<file path="src/rtl/pwm4_pkg.sv">
package pwm4_pkg;
    localparam int NCH    = 4;
    localparam int NPAIR  = NCH / 2;
    localparam int CNT_W  = 16;
    localparam int PSC_W  = 8;
    localparam int ADDR_W = 5;
    localparam int DW     = 32;
    localparam int SEL_W  = 3;

    localparam int A_PSC = 0;
    localparam int A_SEL = 1;
    localparam int A_CTL = 2;
    localparam int A_CH0 = 3;

    // control field offsets per channel: 0, 8, 12, 16
    function automatic int ctl_off(int ch);
        return (ch == 0) ? 0 : 4 + 4 * ch;
    endfunction

    localparam int CTL_W = ctl_off(NCH - 1) + 4;

    function automatic logic [CTL_W-1:0] ctl_mask();
        logic [CTL_W-1:0] m = '0;
        for (int ch = 0; ch < NCH; ch++) begin
            m[ctl_off(ch)]     = 1'b1;
            m[ctl_off(ch) + 2] = 1'b1;
            m[ctl_off(ch) + 3] = 1'b1;
        end
        return m;
    endfunction

    function automatic logic [4*NCH-1:0] sel_mask();
        logic [4*NCH-1:0] m = '0;
        for (int ch = 0; ch < NCH; ch++) m[4*ch +: SEL_W] = '1;
        return m;
    endfunction

    typedef logic [CNT_W-1:0] cnt_t;

    typedef struct packed {
        logic             en;
        logic             inv;
        logic             cont;
        logic [SEL_W-1:0] sel;
        cnt_t             period;
        cnt_t             compare;
    } chan_cfg_t;

    typedef struct packed {
        logic [NPAIR*PSC_W-1:0] psc;
        logic [4*NCH-1:0]       sel;
        logic [CTL_W-1:0]       ctl;
        cnt_t [NCH-1:0]         per;
        cnt_t [NCH-1:0]         cmp;
    } reg_file_t;

    typedef struct packed {
        logic       run;
        logic       done;
        logic [3:0] div;
        cnt_t       cnt;
        cnt_t       per;
        cnt_t       cmp;
    } chan_state_t;
endpackage

</file>
<file path="src/rtl/pwm4_regs.sv">
module pwm4_regs
    import pwm4_pkg::*;
(
    input  logic                   clk,
    input  logic                   rst_n,
    input  logic                   wr_i,
    input  logic [ADDR_W-1:0]      addr_i,
    input  logic [DW-1:0]          wdata_i,
    input  cnt_t [NCH-1:0]         live_i,
    output logic [DW-1:0]          rdata_o,
    output chan_cfg_t [NCH-1:0]    cfg_o,
    output logic [NPAIR*PSC_W-1:0] psc_o,
    output logic                   psc_wr_o
);
    reg_file_t r_d, r_q;
    logic      unused_wbits;

    assign unused_wbits = ^wdata_i[DW-1:CTL_W];

    always_comb begin
        r_d = r_q;
        if (wr_i) begin
            if (addr_i == ADDR_W'(A_PSC)) r_d.psc = wdata_i[NPAIR*PSC_W-1:0];
            if (addr_i == ADDR_W'(A_SEL)) r_d.sel = wdata_i[4*NCH-1:0] & sel_mask();
            if (addr_i == ADDR_W'(A_CTL)) r_d.ctl = wdata_i[CTL_W-1:0] & ctl_mask();
            for (int ch = 0; ch < NCH; ch++) begin
                if (addr_i == ADDR_W'(A_CH0 + 3*ch))     r_d.per[ch] = wdata_i[CNT_W-1:0];
                if (addr_i == ADDR_W'(A_CH0 + 3*ch + 1)) r_d.cmp[ch] = wdata_i[CNT_W-1:0];
            end
        end
    end

    always_comb begin
        rdata_o = '0;
        if (addr_i == ADDR_W'(A_PSC)) rdata_o = DW'(r_q.psc);
        if (addr_i == ADDR_W'(A_SEL)) rdata_o = DW'(r_q.sel);
        if (addr_i == ADDR_W'(A_CTL)) rdata_o = DW'(r_q.ctl);
        for (int ch = 0; ch < NCH; ch++) begin
            if (addr_i == ADDR_W'(A_CH0 + 3*ch))     rdata_o = DW'(r_q.per[ch]);
            if (addr_i == ADDR_W'(A_CH0 + 3*ch + 1)) rdata_o = DW'(r_q.cmp[ch]);
            if (addr_i == ADDR_W'(A_CH0 + 3*ch + 2)) rdata_o = DW'(live_i[ch]);
        end
    end

    always_ff @(posedge clk or negedge rst_n) begin
        if (!rst_n) r_q <= '0;
        else        r_q <= r_d;
    end

    assign psc_o    = r_q.psc;
    assign psc_wr_o = wr_i && (addr_i == ADDR_W'(A_PSC));

    for (genvar g = 0; g < NCH; g++) begin : g_cfg
        localparam int OFF = ctl_off(g);
        assign cfg_o[g].en      = r_q.ctl[OFF];
        assign cfg_o[g].inv     = r_q.ctl[OFF + 2];
        assign cfg_o[g].cont    = r_q.ctl[OFF + 3];
        assign cfg_o[g].sel     = r_q.sel[4*g +: SEL_W];
        assign cfg_o[g].period  = r_q.per[g];
        assign cfg_o[g].compare = r_q.cmp[g];
    end

    // a period write shows up on the channel configuration one edge later
    a_r1_period_write: assert property (@(posedge clk) disable iff (!rst_n)
        (wr_i && addr_i == ADDR_W'(A_CH0)) |=> cfg_o[0].period == $past(wdata_i[CNT_W-1:0]));
endmodule

</file>
<file path="src/rtl/pwm4_prescale.sv">
module pwm4_prescale #(
    parameter int W = 8
) (
    input  logic         clk,
    input  logic         rst_n,
    input  logic [W-1:0] div_i,
    input  logic         restart_i,
    output logic         tick_o
);
    logic [W-1:0] cnt_d, cnt_q;

    always_comb begin
        tick_o = !restart_i && (cnt_q >= div_i);
        if (restart_i || tick_o) cnt_d = '0;
        else                     cnt_d = cnt_q + 1'b1;
    end

    always_ff @(posedge clk or negedge rst_n) begin
        if (!rst_n) cnt_q <= '0;
        else        cnt_q <= cnt_d;
    end

    // each prescaled tick starts a fresh count
    a_r6_wrap: assert property (@(posedge clk) disable iff (!rst_n)
        tick_o |=> cnt_q == '0);
endmodule

</file>
<file path="src/rtl/pwm4_chan.sv">
module pwm4_chan
    import pwm4_pkg::*;
(
    input  logic      clk,
    input  logic      rst_n,
    input  chan_cfg_t cfg_i,
    input  logic      pre_tick_i,
    output cnt_t      live_o,
    output logic      wave_o
);
    chan_state_t s_d, s_q;
    logic        tick;
    logic        raw;
    logic [3:0]  dmask;

    always_comb begin
        case (cfg_i.sel)
            3'd0:    dmask = 4'h1;
            3'd1:    dmask = 4'h3;
            3'd2:    dmask = 4'h7;
            3'd3:    dmask = 4'hF;
            default: dmask = 4'h0;
        endcase
        tick = pre_tick_i && ((s_q.div & dmask) == dmask);
    end

    always_comb begin
        s_d = s_q;
        if (!cfg_i.en) begin
            s_d.run  = 1'b0;
            s_d.done = 1'b0;
            s_d.div  = '0;
            s_d.cnt  = '0;
        end else if (!s_q.run && !s_q.done) begin
            s_d.run = 1'b1;
            s_d.div = '0;
            s_d.cnt = cfg_i.period;
            s_d.per = cfg_i.period;
            s_d.cmp = cfg_i.compare;
        end else if (s_q.run) begin
            if (pre_tick_i) s_d.div = s_q.div + 1'b1;
            if (tick) begin
                if (s_q.cnt != '0) begin
                    s_d.cnt = s_q.cnt - 1'b1;
                end else if (cfg_i.cont) begin
                    s_d.cnt = cfg_i.period;
                    s_d.per = cfg_i.period;
                    s_d.cmp = cfg_i.compare;
                end else begin
                    s_d.run  = 1'b0;
                    s_d.done = 1'b1;
                end
            end
        end
    end

    always_ff @(posedge clk or negedge rst_n) begin
        if (!rst_n) s_q <= '0;
        else        s_q <= s_d;
    end

    assign raw    = s_q.run && (s_q.per != '0) &&
                    ((s_q.cmp >= s_q.per) || (s_q.cnt >= s_q.per - s_q.cmp));
    assign wave_o = raw ^ cfg_i.inv;
    assign live_o = s_q.cnt;

    // a cleared enable leaves the channel stopped and low
    a_r4_disabled_low: assert property (@(posedge clk) disable iff (!rst_n)
        !cfg_i.en |=> (!raw && s_q.cnt == '0));
    // the live count never exceeds the latched period
    a_r2_count_bound: assert property (@(posedge clk) disable iff (!rst_n)
        s_q.run |-> s_q.cnt <= s_q.per);
    // latched period and compare move only at a reload
    a_r9_latched_hold: assert property (@(posedge clk) disable iff (!rst_n)
        (s_q.run && cfg_i.en && !tick) |=> ($stable(s_q.per) && $stable(s_q.cmp)));
    // a finished one-shot stays finished and low while enabled
    a_r8_oneshot_hold: assert property (@(posedge clk) disable iff (!rst_n)
        (s_q.done && cfg_i.en) |=> (s_q.done && !raw));
endmodule

</file>
<file path="src/rtl/pwm4_top.sv">
module pwm4_top
    import pwm4_pkg::*;
(
    input  logic              clk,
    input  logic              rst_n,
    input  logic              bus_wr,
    input  logic [ADDR_W-1:0] bus_addr,
    input  logic [DW-1:0]     bus_wdata,
    output logic [DW-1:0]     bus_rdata,
    output logic [NCH-1:0]    pwm_out
);
    chan_cfg_t [NCH-1:0]    cfg;
    cnt_t [NCH-1:0]         live;
    logic [NPAIR*PSC_W-1:0] psc;
    logic                   psc_wr;
    logic [NPAIR-1:0]       pre_tick;

    pwm4_regs u_regs (
        .clk     (clk),
        .rst_n   (rst_n),
        .wr_i    (bus_wr),
        .addr_i  (bus_addr),
        .wdata_i (bus_wdata),
        .live_i  (live),
        .rdata_o (bus_rdata),
        .cfg_o   (cfg),
        .psc_o   (psc),
        .psc_wr_o(psc_wr)
    );

    for (genvar p = 0; p < NPAIR; p++) begin : g_pair
        pwm4_prescale #(.W(PSC_W)) u_psc (
            .clk      (clk),
            .rst_n    (rst_n),
            .div_i    (psc[p*PSC_W +: PSC_W]),
            .restart_i(psc_wr),
            .tick_o   (pre_tick[p])
        );
    end

    for (genvar c = 0; c < NCH; c++) begin : g_chan
        pwm4_chan u_chan (
            .clk       (clk),
            .rst_n     (rst_n),
            .cfg_i     (cfg[c]),
            .pre_tick_i(pre_tick[c/2]),
            .live_o    (live[c]),
            .wave_o    (pwm_out[c])
        );
    end
endmodule

</file>
<file path="config.mk">
export PLATFORM = sky130hd
export DESIGN_NAME = pwm4_top
export DESIGN_NICKNAME = d
export VERILOG_FILES = /design/src/rtl/pwm4_pkg.sv /design/src/rtl/pwm4_regs.sv /design/src/rtl/pwm4_prescale.sv /design/src/rtl/pwm4_chan.sv /design/src/rtl/pwm4_top.sv
export SDC_FILE = /design/constraint.sdc
export NUM_CORES = 1
export LEC_CHECK = 0
export BUFFER_PORTS_ARGS = -buffer_cell sky130_fd_sc_hd__buf_4
export CAP_MARGIN = 15
export CORE_AREA = 2 2 213 215
export CTS_CLUSTER_DIAMETER = 150
export DETAILED_ROUTE_END_ITERATION = 8
export DIE_AREA = 0 0 215 217
export GPL_TIMING_DRIVEN = 1
export HOLD_SLACK_MARGIN = 0.05
export PLACE_DENSITY = 0.87
export RECOVER_POWER = 25
export SYNTH_ARGS = -nofsm -noshare
export SYNTH_HDL_FRONTEND = slang
export SYNTH_SLANG_ARGS = --single-unit
export TNS_END_PERCENT = 5
</file>
<file path="constraint.sdc">
create_clock -name clk -period 3.9 [get_ports clk]
set_input_delay 0.78 -clock clk [delete_from_list [all_inputs] [get_ports clk]]
set_output_delay 0.78 -clock clk [all_outputs]
set_load 0.05 [all_outputs]
</file>
==> impl_metrics.env, run 1 <==
export IMPL_cts_buffers=42
export IMPL_cp_data_arrival_time_ps=4180
export IMPL_stdcell_count=3405
export IMPL_setup_worst_path_end_class="output pin"
export IMPL_drt_first_iter_violations=2669
export IMPL_pwr_density_cell_nw_per_um2=887
export IMPL_fin_util_pct=65.2
export IMPL_drc_errors=0
export IMPL_synthFlopType="dfrtp_1"
export IMPL_status="complete, but fails checks"
export IMPL_row_count=78
export IMPL_critPathLaunchType="register"
export IMPL_antenna_found_initial=5
export IMPL_coreArea_um2=44700
export IMPL_grt_pass1_wl_um=126000
export IMPL_dp_cells=3315
export IMPL_die_y_um=217
export IMPL_fin_crit_sh_pct=127
export IMPL_detail_route_antenna_nets=0
export IMPL_finalCriticalPeriod_ps=4960
export IMPL_yosysSeqAreaShare_pct=40.0
export IMPL_ys_types=81
export IMPL_io_pins=76
export IMPL_synth_top_area_share_pct=40.0
export IMPL_synth_edf_count=0
export IMPL_grtUsageMet2_pct=54.1
export IMPL_syn_inst=2587
export IMPL_holdWs_ps=443
export IMPL_yosysWarnings=0
export IMPL_fp_dieW_um=215
export IMPL_max_freq_ghz=0.202
export IMPL_worst_path_buf_inv=3
export IMPL_routabilityCongestion=1.00
export IMPL_yosysMostFrequentCell="dfrtp_1"
export IMPL_cts_tree="built"
export IMPL_drive_gt1_share_pct=25.7
export IMPL_final_nets=2967
export IMPL_grt_use_met1_pct=45.7
export IMPL_firstDrtPassIters=8
export IMPL_setup_viol=4
export IMPL_required_ps=3120
export IMPL_slew_headroom_pct=-49.2
export IMPL_via_per_inst=6.45
export IMPL_routedWlPerCell_um=23.9
export IMPL_path_cells="inv_2 > ha_4 > nor2b_4 > o31a_1 > o41ai_2 > nand2_1 > a41o_1 > a21oi_2 > a2bb2oi_2 > ha_1 > buf_4 > nand2_1 > o21ai_2 > a2111oi_4 > a31oi_4 > xor2_1 > buf_4"
export IMPL_clock_sinks=400
export IMPL_synthTopCellsByCount="dfrtp_1 (400), mux2_2 (284), nand2_1 (241)"
export IMPL_clk_transition_reported_paths_ps=60
export IMPL_track_usage_pct=34.6
export IMPL_max_stage_delay_ps=410
export IMPL_initial_utilization_pct=55.9
export IMPL_skew_ps=25.1
export IMPL_syn_mean_instance_area_um2=9.66
export IMPL_use_met3_pct=7.37
export IMPL_worstPathMaxFanout=3
export IMPL_cts_root_buf="clkbuf_16"
export IMPL_overflow=0
export IMPL_grt_busiest_layer="met2"
export IMPL_cap_violations=1
export IMPL_grt_pass1_vias=22039
export IMPL_rsz0062_at_grt="yes"
export IMPL_routed_wl_um=81300
export IMPL_syn_area_um2=25000
export IMPL_worst_path_max_delay_cell="a2111oi_4"
export IMPL_ys_seq_elements=400
export IMPL_cts_max_level=2
export IMPL_finalHoldViolations=0
export IMPL_synth_top_area_cell="dfrtp_1"
export IMPL_critical_path_class="reg2out"
export IMPL_grt_max_degree=84
export IMPL_area_delta_synth_final_pct=16.6
export IMPL_timing_final_ws_setup_ps=-1060
export IMPL_cts_buffer_depth=3
export IMPL_dp_hpwl_um=58800
export IMPL_io_buffers=49
export IMPL_vias=21963
export IMPL_design_die_area_um2=46700
export IMPL_cp_top_family="compound AO/OA/AOI/OAI gates"
export IMPL_violations="max-capacitance violations, max-slew violations, negative setup slack"
export IMPL_synth_area_leaders="dfrtp_1 (40%), mux2_2 (13%), ha_1 (7.7%)"
export IMPL_synthArstFlopShare_pct=100
export IMPL_clock_latency_ps=580
export IMPL_ir_drop_v=0.000554
export IMPL_p_leak_nw=13.5
export IMPL_final_max_slew_violation_count=83
export IMPL_tightest_slew_ps=2240
export IMPL_hp_class="in2reg"
export IMPL_nFillCells=3468
-- power breakdown --
part / internal (mW) / total [mW] / switching (mW)
sequential: 5.30 / 6.83 / 1.52
combinational: 6.76 / 14.6 / 7.80
clock: 2.71 / 4.46 / 1.75
-- final timing paths --
| check | startpoint | end | slack [ps] | cells after the start |
|---|---|---|---|---|
| worst max-delay path | g_chan[3].u_chan.s_q[1] | pwm_out[3] | -1060 | 17 |
| worst min-delay path | bus_wdata[16] | u_regs.cfg_o[151] | 440 | 2 |
| worst max register to register | g_chan[2].u_chan.live_o[1] | g_chan[2].u_chan.live_o[11] | 420 | 8 |
| worst min register to register | g_chan[2].u_chan.s_q[4] | g_chan[2].u_chan.s_q[4] | 490 | 1 |
| max in group asynchronous | rst_n | g_chan[2].u_chan.live_o[5] | 590 | 2 |
| min in group asynchronous | rst_n | g_chan[0].u_chan.live_o[10] | 830 | 1 |
-- flip-flops by register name, summed over array words and instances, names as in the netlist --
register	count
g_chan.u_chan.live_o	64
g_chan.u_chan.s_q	152
g_pair.u_psc.cnt_q	16
u_regs.cfg_o	152
u_regs.psc_o	16
-- through the flow --
| stage | instance area [um2] | worst slack (ps) | setup TNS (ps) | power (mW) |
|---|---|---|---|---|
| 6_report | 29100 | -1060 | -3840 | 25.8 |
| 5_1_grt | 29100 | -1200 | -4620 | 27.5 |
| 4_1_cts | 29100 | -1000 | -3850 | 25.3 |
| 3_5_place_dp | 27300 | -610 | -1990 | 20.3 |
| 3_3_place_gp | 27300 | -566 | -1620 | 19.6 |
| 2_1_floorplan | 25100 | -222 | -1900 | 15.4 |
-- worst reg2reg max path, delay by kind of cell, from the launching register on --
family                   cells  cell delay, ps
flip-flops                   1             480
adder cells (fa/ha/maj)      1             190
AO/OA/AOI/OAI                3            1000
AND/OR/NAND/NOR              3            1560
buffers and inverters        1             150
-- what timing repair did --
item / 4_1_cts / 5_1_grt
pin swaps: 42 / 17
hold buffers: 0 / 0
setup endpoints to repair: 5 / 9
setup buffers: 9 / 1
resized for setup: 44 / 16
-- area by class of cell --
cell class | instances | area (um2) | share of cell area [%]
flip-flops and latches | 400 | 10000 | 34.4
diodes | 3 | 7.51 | 0.0258
clock inverters | 17 | 243 | 0.833
well taps | 600 | 751 | 2.58
multi-input cells | 1915 | 14200 | 48.8
inverters | 140 | 526 | 1.80
repair buffers | 270 | 2080 | 7.15
clock buffers | 60 | 1290 | 4.44
-- logic make-up after synthesis --
kind of cell / count (synthesis) / synth area share [%]
AND/OR/NAND/NOR: 694 / 13.0
AO/OA/AOI/OAI: 632 / 15.8
flip-flops: 400 / 40.0
multiplexers: 327 / 15.2
buffers and inverters: 284 / 4.68
adder cells (fa/ha/maj): 158 / 8.03
XOR/XNOR: 91 / 3.19
other: 1 / 0.0150
-- cells in the final DEF, fill, tap and decap left out, types with 11 or more instances in the layout --
master,netlist,layout
o22ai_1,25,25
xor2_1,54,54
conb_1,1,13
o31ai_1,15,11
mux2_2,284,284
a21oi_1,140,124
o21a_1,19,19
nor2_1,174,173
nor3_1,45,44
o211ai_1,27,27
o21ai_0,205,195
clkbuf_8,0,11
or3_1,18,18
nand4_1,25,25
and3_1,15,15
nor4_1,36,36
a22oi_1,31,30
a21oi_2,0,16
inv_1,139,137
xnor2_1,37,37
a211oi_1,19,16
mux4_2,14,14
a21o_1,29,29
nor2b_1,26,24
dfrtp_1,400,399
nand3_1,45,45
nand2_1,241,241
a31oi_1,15,13
clkbuf_16,0,45
nand2b_1,22,21
ha_1,154,148
mux2i_1,27,27
buf_4,17,260
o21ai_1,5,13
-- per-layer routing --
| metal | part of all wire [%] | wire length, um |
|---|---|---|
| met1 | 40 | 32400 |
| met2 | 44 | 36100 |
| met3 | 9.8 | 7960 |
| met4 | 6.0 | 4860 |
| met5 | 0 | 0 |
Note: power is estimated with default switching activity, not from simulation.
==> run 2, diff against run 1 <==
- CORE_AREA: 2 2 213 215 -> 2 2 239 241
- DIE_AREA: 0 0 215 217 -> 0 0 241 243
- PLACE_DENSITY: 0.87 -> 0.71
- clock period: 3.9 -> 5.36 ns (I/O delays scaled with it)
==> impl_metrics.env, run 2 (synthesized netlist as in run 1, its figures left out) <==
export IMPL_cts_root_buf="clkbuf_16"
export IMPL_coreArea_um2=56000
export IMPL_clkPwrFrac_pct=18.2
export IMPL_design_area_um2=27900
export IMPL_setup_worst_path_end_class="output pin"
export IMPL_routed_wl_um=77500
export IMPL_fin_util_pct=49.8
export IMPL_antenna_found_initial=3
export IMPL_area_delta_synth_final_pct=11.6
export IMPL_post_dp_cell_area_um2=26100
export IMPL_postCtsHoldBufs=0
export IMPL_critPathLaunchType="register"
export IMPL_grt_max_degree=98
export IMPL_worst_path_max_delay_cell="a2111oi_2"
export IMPL_grt_pass1_vias=20334
export IMPL_cts_tree="built"
export IMPL_dp_cells=3302
export IMPL_worst_path_stages=15
export IMPL_combPwrFrac_pct=52.7
export IMPL_dp_hpwl_um=56200
export IMPL_rsz0062_at_grt="yes"
export IMPL_required_ps=4290
export IMPL_row_count=87
export IMPL_pwr_density_cell_nw_per_um2=617
export IMPL_finalHoldViolations=0
export IMPL_overflow=0
export IMPL_p_seq_share_pct=29.2
export IMPL_violations="max-capacitance violations, max-slew violations"
export IMPL_fin_crit_sh_pct=99.4
export IMPL_firstDrtPassIters=7
export IMPL_io_pins=76
export IMPL_final_max_slew_violation_count=229
export IMPL_worstPathMaxFanout=4
export IMPL_skew_ps=17.3
export IMPL_setup_viol=0
export IMPL_r2r_worst_path_cells=10
export IMPL_p_leak_nw=12.7
export IMPL_clock_sinks=400
export IMPL_detail_route_antenna_nets=0
export IMPL_final_cell_mix="dfrtp_1 (400), mux2_2 (284), nand2_1 (240), o21ai_0 (199), nor2_1 (174)"
export IMPL_stdcell_count=3389
export IMPL_final_nets=2802
export IMPL_final_common_cell="dfrtp_1"
export IMPL_io_buffers=49
export IMPL_design_die_area_um2=58600
export IMPL_p_sw_share_pct=43.6
export IMPL_cp_data_arrival_time_ps=4250
export IMPL_holdWs_ps=475
export IMPL_slew_headroom_pct=-67.7
export IMPL_cts_buffers=42
export IMPL_finalCriticalPeriod_ps=5330
export IMPL_power_switching_mw=7.50
export IMPL_clk_transition_reported_paths_ps=60
export IMPL_hold_depth=2
export IMPL_routabilityCongestion=0.975
export IMPL_cpMostUsedCell="ha_1"
export IMPL_drt_first_iter_violations=2127
export IMPL_initial_utilization_pct=44.7
export IMPL_clock_latency_ps=580
export IMPL_drc_errors=0
export IMPL_diodes=0
export IMPL_worst_path_buf_inv=1
export IMPL_critical_path_class="reg2out"
export IMPL_vias=20753
export IMPL_die_y_um=243
export IMPL_path_cells="ha_1 > nor2b_1 > o31a_1 > o41ai_2 > nand2_1 > a41o_1 > a21oi_2 > a2bb2oi_1 > ha_1 > nand4_1 > a21oi_1 > a2111oi_2 > a31oi_4 > xor2_1 > buf_4"
export IMPL_max_freq_ghz=0.188
export IMPL_track_usage_pct=26.5
export IMPL_fp_dieW_um=241
export IMPL_hp_class="reg2reg"
export IMPL_cts_buffer_depth=3
export IMPL_drive_gt1_share_pct=20.2
export IMPL_via_per_inst=6.12
export IMPL_status="complete, but fails checks"
export IMPL_max_stage_delay_ps=470
export IMPL_routedWlPerCell_um=22.9
export IMPL_ir_drop_v=0.000352
export IMPL_cp_top_family="compound AO/OA/AOI/OAI gates"
export IMPL_cap_violations=3
export IMPL_grt_pass1_wl_um=120000
export IMPL_cts_max_level=2
export IMPL_nFillCells=5002
export IMPL_setup_tns_ps=0
export IMPL_tightest_slew_ps=2520
export IMPL_p_int_mw=9.70
==> run 2: worst reg2reg max path, delay by kind of cell, from the launching register on <==
kind / cells / cell delay, ps
AOI/OAI and AO/OA: 3 / 1610
and+or+nand+nor: 3 / 660
buffers and inverters: 2 / 460
DFF: 1 / 420
muxes: 1 / 380
adders and majority gates: 1 / 300
==> run 2: path summary, 6_finish.rpt <==
check | from | end | slack [ps]
worst max-delay path | g_chan[3].u_chan.s_q[17] | pwm_out[3] | 30
worst max register to register | u_regs.psc_o[5] | g_chan[0].u_chan.s_q[9] | 1410
max in group asynchronous | rst_n | u_regs.cfg_o[149] | 860
worst min-delay path | g_chan[1].u_chan.s_q[12] | g_chan[1].u_chan.s_q[12] | 480
worst min register to register | g_chan[1].u_chan.s_q[12] | g_chan[1].u_chan.s_q[12] | 480
min in group asynchronous | rst_n | g_chan[0].u_chan.live_o[8] | 1270
==> run 2: power groups by stage <==
stage	Combinational [mW]	Clock [mW]	Sequential (mW)
2_1_floorplan	6.68	0	4.45
5_1_grt	10.1	3.27	5.12
6_report	9.06	3.13	5.02
3_5_place_dp	8.37	0	5.03
3_3_place_gp	8.03	0	4.98
4_1_cts	8.63	3.17	4.98
==> run 2: repair_timing <==
item | in CTS | in global routing
endpoints found under the setup margin | 4 | 4
setup buffers | 8 | 6
pin swaps | 10 | 25
resized for setup | 14 | 40
==> run 2: cell type report <==
type | instances | area, um2 | share of cell area (%)
timing repair buffer | 105 | 825 | 2.96
sequential | 400 | 10000 | 35.9
inverter | 140 | 526 | 1.88
tap | 756 | 946 | 3.39
multi-input combinational | 1915 | 14100 | 50.7
clock buffer | 55 | 1180 | 4.24
clock inverter | 18 | 272 | 0.974
==> run 2: through the flow <==
step | power (mW) | setup WS (ps)
after floorplan | 11.1 | 440
after global placement | 13.0 | 446
after detailed placement | 13.4 | 412
after CTS | 16.8 | -5.74
after global routing | 18.4 | -221
final | 17.2 | 34.3
==> run 2: per-layer routing <==
layer	vias up	share of wire (%)	global-route usage [%]	routed length, um
met5	-	0.032	0	25
met4	4	5.0	12.2	3860
met3	231	7.7	4.23	5960
met2	939	44	39.9	34500
met1	10196	43	37.2	33200
li1	9383	-	-	-
